==> src/rtl/canmb_pkg.sv <==
// Shared widths, mailbox state type, frame record and priority key.
// Assumes the CAN 2.0A/2.0B identifier sizes (11 and 29 bits).
package canmb_pkg;
    localparam int ID_W   = 29;
    localparam int STD_W  = 11;
    localparam int EXT_W  = ID_W - STD_W;
    localparam int DLC_W  = 4;
    localparam int DATA_W = 64;
    localparam int KEY_W  = STD_W + 1 + EXT_W + 2;

    typedef enum logic [1:0] {
        MB_EMPTY = 2'd0,
        MB_PEND  = 2'd1,
        MB_SCHED = 2'd2,
        MB_TXING = 2'd3
    } mb_state_t;

    typedef struct packed {
        logic [ID_W-1:0]   id;
        logic              ide;
        logic [DLC_W-1:0]  dlc;
        logic [DATA_W-1:0] data;
    } mb_frame_t;

    // Arbitration key: smaller value wins on the bus.
    function automatic logic [KEY_W-1:0] prio_key(input logic [ID_W-1:0] id, input logic ide);
        if (ide)
            return {id[ID_W-1:EXT_W], 1'b1, id[EXT_W-1:0], 2'b00};
        else
            return {id[STD_W-1:0], 1'b0, {EXT_W{1'b0}}, 2'b00};
    endfunction
endpackage

==> src/rtl/canmb_slot.sv <==
// One transmit mailbox: frame storage, lifecycle state and status flags.
// Assumes grant, take and done reach it only in the matching state.
module canmb_slot
    import canmb_pkg::*;
(
    input  logic      clk,
    input  logic      rst_n,
    input  logic      load_en,
    input  mb_frame_t ld_frame,
    input  logic      req,
    input  logic      grant,
    input  logic      take,
    input  logic      done,
    input  logic      ok,
    input  logic      no_retry,
    input  logic      clr,
    output mb_state_t state,
    output mb_frame_t frame,
    output logic      rqcp,
    output logic      txok
);
    logic finish;
    assign finish = (state == MB_TXING) && done && (ok || no_retry);

    // Frame storage: written only while the mailbox is empty.
    always_ff @(posedge clk) begin
        if (!rst_n)
            frame <= '0;
        else if (load_en && state == MB_EMPTY)
            frame <= ld_frame;
    end

    // Lifecycle: empty -> pending -> scheduled -> transmitting -> empty or pending.
    always_ff @(posedge clk) begin
        if (!rst_n) begin
            state <= MB_EMPTY;
        end else begin
            case (state)
                MB_EMPTY: if (req)   state <= MB_PEND;
                MB_PEND:  if (grant) state <= MB_SCHED;
                MB_SCHED: if (take)  state <= MB_TXING;
                MB_TXING: if (done)  state <= (ok || no_retry) ? MB_EMPTY : MB_PEND;
                default:             state <= MB_EMPTY;
            endcase
        end
    end

    // Completion/success flags: completion sets them, host clear drops them.
    always_ff @(posedge clk) begin
        if (!rst_n) begin
            rqcp <= 1'b0;
            txok <= 1'b0;
        end else if (finish) begin
            rqcp <= 1'b1;
            txok <= ok;
        end else if (clr) begin
            rqcp <= 1'b0;
            txok <= 1'b0;
        end
    end

    AST_LOAD_IGNORED: assert property (@(posedge clk) disable iff (!rst_n)
        (load_en && state != MB_EMPTY) |=> frame == $past(frame));
    AST_REQ_TO_PEND: assert property (@(posedge clk) disable iff (!rst_n)
        (state == MB_EMPTY && req) |=> state == MB_PEND);
    AST_OK_DONE: assert property (@(posedge clk) disable iff (!rst_n)
        (state == MB_TXING && done && ok) |=> (state == MB_EMPTY && rqcp && txok));
    AST_RETRY_PEND: assert property (@(posedge clk) disable iff (!rst_n)
        (state == MB_TXING && done && !ok && !no_retry) |=> state == MB_PEND);
    AST_NORETRY_FAIL: assert property (@(posedge clk) disable iff (!rst_n)
        (state == MB_TXING && done && !ok && no_retry) |=> (state == MB_EMPTY && rqcp && !txok));
    AST_CLR_FLAGS: assert property (@(posedge clk) disable iff (!rst_n)
        (clr && !(state == MB_TXING && done)) |=> (!rqcp && !txok));
endmodule

==> src/rtl/canmb_order.sv <==
// Arrival rank per mailbox: 0 is the oldest occupied mailbox.
// Assumes at most one mailbox leaves per cycle; arrivals are onto empty mailboxes.
module canmb_order #(
    parameter int N  = 3,
    parameter int RW = 2
) (
    input  logic                  clk,
    input  logic                  rst_n,
    input  logic [N-1:0]          occ,
    input  logic [N-1:0]          arrive,
    input  logic [N-1:0]          leave,
    output logic [N-1:0][RW-1:0]  rank
);
    logic [N-1:0][RW-1:0] rank_nx;
    logic [RW-1:0]        leave_rank;
    logic                 any_leave;

    // Rank of the mailbox leaving this cycle, if any.
    always_comb begin
        leave_rank = '0;
        any_leave  = 1'b0;
        for (int i = 0; i < N; i++) begin
            if (leave[i]) begin
                leave_rank = rank[i];
                any_leave  = 1'b1;
            end
        end
    end

    // Next ranks: newcomers go behind survivors, survivors close the gap.
    always_comb begin
        for (int i = 0; i < N; i++) begin
            int cnt;
            cnt = 0;
            if (arrive[i]) begin
                for (int j = 0; j < N; j++) begin
                    if (j != i && occ[j] && !leave[j]) cnt++;
                    if (j < i && arrive[j]) cnt++;
                end
                rank_nx[i] = RW'(cnt);
            end else if (any_leave && occ[i] && rank[i] > leave_rank) begin
                rank_nx[i] = rank[i] - 1'b1;
            end else begin
                rank_nx[i] = rank[i];
            end
        end
    end

    // Rank registers.
    always_ff @(posedge clk) begin
        if (!rst_n) rank <= '0;
        else        rank <= rank_nx;
    end
endmodule

==> src/rtl/canmb_pick.sv <==
// Chooses one pending mailbox by key (smallest) or by arrival rank (oldest).
// Strict comparison keeps the lowest index on ties. Purely combinational.
module canmb_pick
    import canmb_pkg::*;
#(
    parameter int N  = 3,
    parameter int RW = 2
) (
    input  logic                  enable,
    input  logic                  fifo_mode,
    input  logic [N-1:0]          pend,
    input  logic [N-1:0][KEY_W-1:0] keys,
    input  logic [N-1:0][RW-1:0]  rank,
    output logic [N-1:0]          grant
);
    // Linear scan for the best pending candidate.
    always_comb begin
        int   best;
        logic found;
        best  = 0;
        found = 1'b0;
        grant = '0;
        for (int i = 0; i < N; i++) begin
            if (pend[i]) begin
                if (!found || (fifo_mode ? (rank[i] < rank[best]) : (keys[i] < keys[best]))) begin
                    best  = i;
                    found = 1'b1;
                end
            end
        end
        if (enable && found) grant[best] = 1'b1;
    end
endmodule

==> src/rtl/canmb_sched.sv <==
// Top: three transmit mailboxes, selection policy and engine handshake.
// Assumes the engine raises eng_done only for a frame it has accepted.
module canmb_sched
    import canmb_pkg::*;
#(
    parameter int N_MB  = 3,
    parameter int SEL_W = (N_MB > 1) ? $clog2(N_MB) : 1
) (
    input  logic                 clk,
    input  logic                 rst_n,
    input  logic                 cfg_fifo_order,
    input  logic                 cfg_no_retry,
    input  logic [SEL_W-1:0]     host_sel,
    input  logic                 host_load,
    input  logic [ID_W-1:0]      host_id,
    input  logic                 host_ide,
    input  logic [DLC_W-1:0]     host_dlc,
    input  logic [DATA_W-1:0]    host_data,
    input  logic [N_MB-1:0]      host_req,
    input  logic [N_MB-1:0]      host_clr,
    output logic [N_MB-1:0]      mb_empty,
    output logic [N_MB-1:0]      mb_rqcp,
    output logic [N_MB-1:0]      mb_txok,
    output logic                 eng_valid,
    output logic [SEL_W-1:0]     eng_slot,
    output logic [ID_W-1:0]      eng_id,
    output logic                 eng_ide,
    output logic [DLC_W-1:0]     eng_dlc,
    output logic [DATA_W-1:0]    eng_data,
    input  logic                 eng_ready,
    input  logic                 eng_done,
    input  logic                 eng_ok
);
    mb_frame_t                   ld_frame;
    mb_state_t [N_MB-1:0]        st;
    mb_frame_t [N_MB-1:0]        frm;
    logic [N_MB-1:0][KEY_W-1:0]  keys;
    logic [N_MB-1:0][SEL_W-1:0]  rank;
    logic [N_MB-1:0]             pend, sched, txing, grant, arrive, leave, done_v;
    logic                        take;
    mb_frame_t                   out_frame;

    assign ld_frame = '{id: host_id, ide: host_ide, dlc: host_dlc, data: host_data};
    assign take     = eng_valid && eng_ready;

    for (genvar g = 0; g < N_MB; g++) begin : g_mb
        assign pend[g]     = (st[g] == MB_PEND);
        assign sched[g]    = (st[g] == MB_SCHED);
        assign txing[g]    = (st[g] == MB_TXING);
        assign mb_empty[g] = (st[g] == MB_EMPTY);
        assign done_v[g]   = eng_done && txing[g];
        assign arrive[g]   = host_req[g] && mb_empty[g];
        assign leave[g]    = done_v[g] && (eng_ok || cfg_no_retry);
        assign keys[g]     = prio_key(frm[g].id, frm[g].ide);

        canmb_slot i_slot (
            .clk      (clk),
            .rst_n    (rst_n),
            .load_en  (host_load && host_sel == SEL_W'(g)),
            .ld_frame (ld_frame),
            .req      (host_req[g]),
            .grant    (grant[g]),
            .take     (take && sched[g]),
            .done     (done_v[g]),
            .ok       (eng_ok),
            .no_retry (cfg_no_retry),
            .clr      (host_clr[g]),
            .state    (st[g]),
            .frame    (frm[g]),
            .rqcp     (mb_rqcp[g]),
            .txok     (mb_txok[g])
        );
    end

    canmb_order #(.N(N_MB), .RW(SEL_W)) i_order (
        .clk    (clk),
        .rst_n  (rst_n),
        .occ    (~mb_empty),
        .arrive (arrive),
        .leave  (leave),
        .rank   (rank)
    );

    canmb_pick #(.N(N_MB), .RW(SEL_W)) i_pick (
        .enable    (~|(sched | txing)),
        .fifo_mode (cfg_fifo_order),
        .pend      (pend),
        .keys      (keys),
        .rank      (rank),
        .grant     (grant)
    );

    // Offer mux: present the scheduled mailbox to the engine.
    always_comb begin
        eng_slot  = '0;
        out_frame = '0;
        for (int i = 0; i < N_MB; i++) begin
            if (sched[i]) begin
                eng_slot  = SEL_W'(i);
                out_frame = frm[i];
            end
        end
    end

    assign eng_valid = |sched;
    assign eng_id    = out_frame.id;
    assign eng_ide   = out_frame.ide;
    assign eng_dlc   = out_frame.dlc;
    assign eng_data  = out_frame.data;

    AST_ONE_IN_FLIGHT: assert property (@(posedge clk) disable iff (!rst_n)
        $countones(sched | txing) <= 1);
    AST_NO_GRANT_BUSY: assert property (@(posedge clk) disable iff (!rst_n)
        (|(sched | txing)) |-> grant == '0);
    AST_GRANT_ONEHOT: assert property (@(posedge clk) disable iff (!rst_n)
        $onehot0(grant));
    AST_GRANT_PENDING: assert property (@(posedge clk) disable iff (!rst_n)
        (grant & ~pend) == '0);
    AST_OFFER_OCCUPIED: assert property (@(posedge clk) disable iff (!rst_n)
        eng_valid |-> !mb_empty[eng_slot]);
endmodule

==> config.mk <==
export PLATFORM = sky130hd
export DESIGN_NAME = canmb_sched
export DESIGN_NICKNAME = d
export VERILOG_FILES = /design/src/rtl/canmb_pkg.sv /design/src/rtl/canmb_slot.sv /design/src/rtl/canmb_order.sv /design/src/rtl/canmb_pick.sv /design/src/rtl/canmb_sched.sv
export SDC_FILE = /design/constraint.sdc
export NUM_CORES = 1
export LEC_CHECK = 0
export ABC_AREA = 1
export BUFFER_PORTS_ARGS = -buffer_cell sky130_fd_sc_hd__buf_2
export CAP_MARGIN = 20
export CORE_UTILIZATION = 53
export DETAILED_ROUTE_END_ITERATION = 10
export GPL_TIMING_DRIVEN = 0
export PLACE_DENSITY_LB_ADDON = 0.1
export SYNTH_ARGS = -nofsm -noshare
export SYNTH_HDL_FRONTEND = slang
export SYNTH_HIERARCHICAL = 1
export SYNTH_SLANG_ARGS = --single-unit
==> constraint.sdc <==
create_clock -name clk -period 4.2 [get_ports clk]
set_input_delay 0.21 -clock clk [delete_from_list [all_inputs] [get_ports clk]]
set_output_delay 0.21 -clock clk [all_outputs]
set_load 0.02 [all_outputs]
==> metrics.md <==
| Metric | Value |
|---|---|
| Register bit count reported by yosys | `312` |
| Setup violators final | `6` |
| Adder-cell share of the synthesized area | `0.06188` |
| Starting DRT DRC Count | `1,640` |
| Total Die Area | `33,540 µm²` |
| Top cells by area, synth | `dfxtp_1 (36%), nor2_1 (16%), o21ai_0 (9.2%)` |
| Post-Synth XOR/XNOR Area | `0.0005037` |
| Grt ovf | `0` |
| Net switching power | `4.980 mW` |
| Syn. warnings | `6` |
| Fin crit period | `4.632 ns` |
| IO Pins | `224` |
| Post-synthesis cell type count | `45` |
| Final Cycle Share | `1.103` |
| Rows | `65` |
| Vias in the first global route | `17,911` |
| RSZ-0062 raised after global routing | `true` |
| Post-synthesis cell count | `2,699` |
| Initial antenna violation count | `2` |
| Placed insts | `3,364` |
| Clock Sinks | `312` |
| Wirelength per Cell | `16.69 µm` |
| CP dominant cell by count | `nand2_1` |
| Largest family of logic cells by synthesized area | `simple AND/OR/NAND/NOR gates` |
| DRT Wirelength | `59.28 mm` |
| Detail Route Antenna Nets | `0` |
| Util after Layout | `0.6978` |
| RD Place Congestion | `0.9473` |
| Combinational share of power | `0.428` |
| Die H | `183.1 µm` |
| Post-synth EDFFs | `0` |
| Top cells by count, synth | `nor2_1 (748), nand2_1 (414), o21ai_0 (319)` |
| Kind of critical path | `register to register` |
| Sequential share of the synthesized area | `0.3592` |
| CP Launch Type | `register` |
| Area Growth Syn to Fin | `27.95%` |
| Mux share of post-synthesis cell area | `0.01425` |
| Slowest cell on crit path | `dfxtp_4` |
| Setup crit end kind | `register` |
| TritonCTS clock tree | `built` |
| Final net count | `3,289` |
| Syn avg cell area | `6.442 µm²` |
| Fmax | `215.9 MHz` |
| Async SR Flop Fraction | `0` |
| Post-synth top area share | `0.3592` |
| Root buffer cell | `clkbuf_16` |
| Layout cells sized above 1 | `0.1721` |
| Synth Area in Compound Gates | `0.1220` |
| Pin count of the biggest net entering global routing | `14` |
| Synth Area in Simple Gates | `0.3319` |
| Reg power frac | `0.302` |
| Clock share of power | `0.270` |
| Worst setup margin | `-0.4318 ns` |
| Deepest clock path buffer count | `3` |
| Max cap viols | `0` |
| Cell taking the most area after synthesis | `dfxtp_1` |
| Clk slew on worst S/H paths | `0.06 ns` |
| Final Hold Fails | `0` |
| Synth Cell Area | `17,390 µm²` |
| HPWL after DPL | `40.61 mm` |
| Critical Path RT | `4.65 ns` |
| First-pass GRT wire length | `92.25 mm` |
| H-tree levels | `2` |
| CP peak stage delay | `0.47 ns` |
| Status | `finished with violations` |
| Max Fanout on Critical Path | `8` |
| Post-DR vias/cell | `5.350` |
| Ys flop type | `dfxtp_1` |
| PortBufs | `223` |
| Drt first pass iters | `8` |
| Arrival time worst endpoint | `5.09 ns` |
| Worst Tran Pin Value | `0.6702 ns` |
| Post-route DRC | `0` |
| Core ar. | `31,880 µm²` |
| DR vias | `18,998` |
| Worst hold path class | `primary input to register` |
| Worst VDD drop | `366.4 µV` |
| CTS buffer count | `35` |
| Slew Limit Headroom | `0.5515` |
| Failing checks | `negative setup slack` |
| Die X | `183.1 µm` |
| Layout Cells excl Fill | `3,551` |
| Switching share of power | `0.4138` |
| Initial core utilization | `0.5454` |
| Total global-route track usage | `0.3459` |
| Most frequent cell after synthesis | `nor2_1` |
| Skew final | `0.02158 ns` |
| Clock latency on the worst-skew pair | `0.53 ns` |
| LEAKAGE | `10.17 nW` |
| Int Pwr | `7.055 mW` |
| PD cells | `541.0 nW/µm²` |
| Number of slew-limit violations in the final report | `0` |
critical path: cells and delay by family (launching register included):
kind / cells / cell delay, ns
fa+ha+maj: 2 / 0.52
buf+inv: 6 / 0.70
compound gates: 7 / 0.94
simple gates: 22 / 1.92
flops: 1 / 0.47
placed cells by master (no fill, tap or decap), types with 4 or more instances in the layout:
master	synthesis	routed
nor2_1	748	741
nand2_1	414	393
dfxtp_1	312	310
o21ai_0	319	304
buf_2	50	271
inv_1	267	258
nand3_1	224	223
dlygate4sd3_1	0	98
clkbuf_1	74	70
ha_1	86	65
o21ai_1	36	46
clkbuf_16	0	43
nand2_2	10	28
a21oi_1	39	28
buf_4	9	25
ha_4	0	20
buf_6	18	18
mux2_2	22	17
inv_2	6	15
a21oi_2	1	12
buf_8	3	11
nor2_2	3	8
conb_1	1	8
clkbuf_8	0	7
nand2_4	4	7
nand4_1	7	7
buf_1	7	6
o21ai_2	1	6
clkinv_2	0	6
mux2_4	0	5
bufinv_16	0	5
nor3_2	1	5
buf_12	0	4
nor3_1	8	4
registers in the layout (all words and copies together) (netlist names):
name and cells:
g_mb.i_slot/rqcp 3, g_mb.i_slot/frame 294, g_mb.i_slot/txok 3, i_order/rank 6, g_mb.i_slot/state 6
power by group through the flow:
| stage | Sequential [mW] | Combinational, mW | Clock (mW) |
|---|---|---|---|
| floorplan | 3.57 | 3.12 | 0 |
| global placement | 3.67 | 4.39 | 0 |
| detailed placement | 3.68 | 4.48 | 0 |
| CTS | 3.62 | 4.82 | 3.29 |
| global route | 3.68 | 5.63 | 3.40 |
| finish | 3.63 | 5.15 | 3.25 |
metal layers:
layer  up-vias  share of wire  track usage
met4         0          0.036       0.1323
met1      8704           0.42       0.4568
li1       9284              -            -
met2       862           0.45       0.5632
met5         -              0            0
met3       148          0.092      0.05937
metrics by stage:
stage / power, mW / hold slack, ns / setup WS (ns) / setup TNS [ns] / area (µm²)
after floorplan: 6.688 / 0.3362 / 0.03471 / 0 / 17420
after CTS: 11.73 / 0.001432 / -0.3687 / -1.955 / 21680
after detailed placement: 8.156 / 0.4531 / -1.313 / -7.421 / 19080
after global routing: 12.70 / 0.01271 / -0.7158 / -3.787 / 22250
after global placement: 8.060 / 0.4494 / -1.233 / -6.966 / 19080
final: 12.04 / 0.01318 / -0.4318 / -2.322 / 22250
layout make-up:
type | count | area (µm²)
Antenna cell | 2 | 5.005
Buffer | 160 | 1031
Clock buffer | 49 | 1010
Clock inverter | 13 | 205.2
Fill cell | 2790 | 9633
Inverter | 276 | 1044
Multi-Input combinational cell | 1957 | 9723
Sequential cell | 312 | 6254
Tap cell | 435 | 544.3
Timing Repair Buffer | 347 | 2432
cells by family (layout without fill, tap and decap cells):
logic type | count (synthesis) | after routing
other cells | 1 | 10
fa+ha+maj | 86 | 86
compound gates | 413 | 413
mux | 22 | 22
xor+xnor | 1 | 1
flops | 312 | 312
simple gates | 1427 | 1427
buf+inv | 437 | 845
worst paths after layout:
check / start / end / slack [ns] / cells past startpoint
max: g_mb[0].i_slot/frame[68]$_SDFFE_PN0P_ / g_mb[2].i_slot/state[1]$_SDFFE_PN0P_ / -0.43 / 37
min reg2reg: g_mb[1].i_slot/rqcp$_SDFFE_PN0P_ / g_mb[1].i_slot/rqcp$_SDFFE_PN0P_ / 0.46 / 2
min: host_data[13] / g_mb[0].i_slot/frame[13]$_SDFFE_PN0P_ / 0.01 / 3
max reg2reg: g_mb[0].i_slot/frame[68]$_SDFFE_PN0P_ / g_mb[2].i_slot/state[1]$_SDFFE_PN0P_ / -0.43 / 37
repair_timing:
item	CTS	global route
cloned	1	3
hold buffers	98	0
endpoints found under the setup margin	6	6
resized for setup	68	98
endpoints found under the hold margin	266	0
pin swaps	22	53
buffers inserted	13	9
Note: power is estimated with default switching activity, not from simulation.
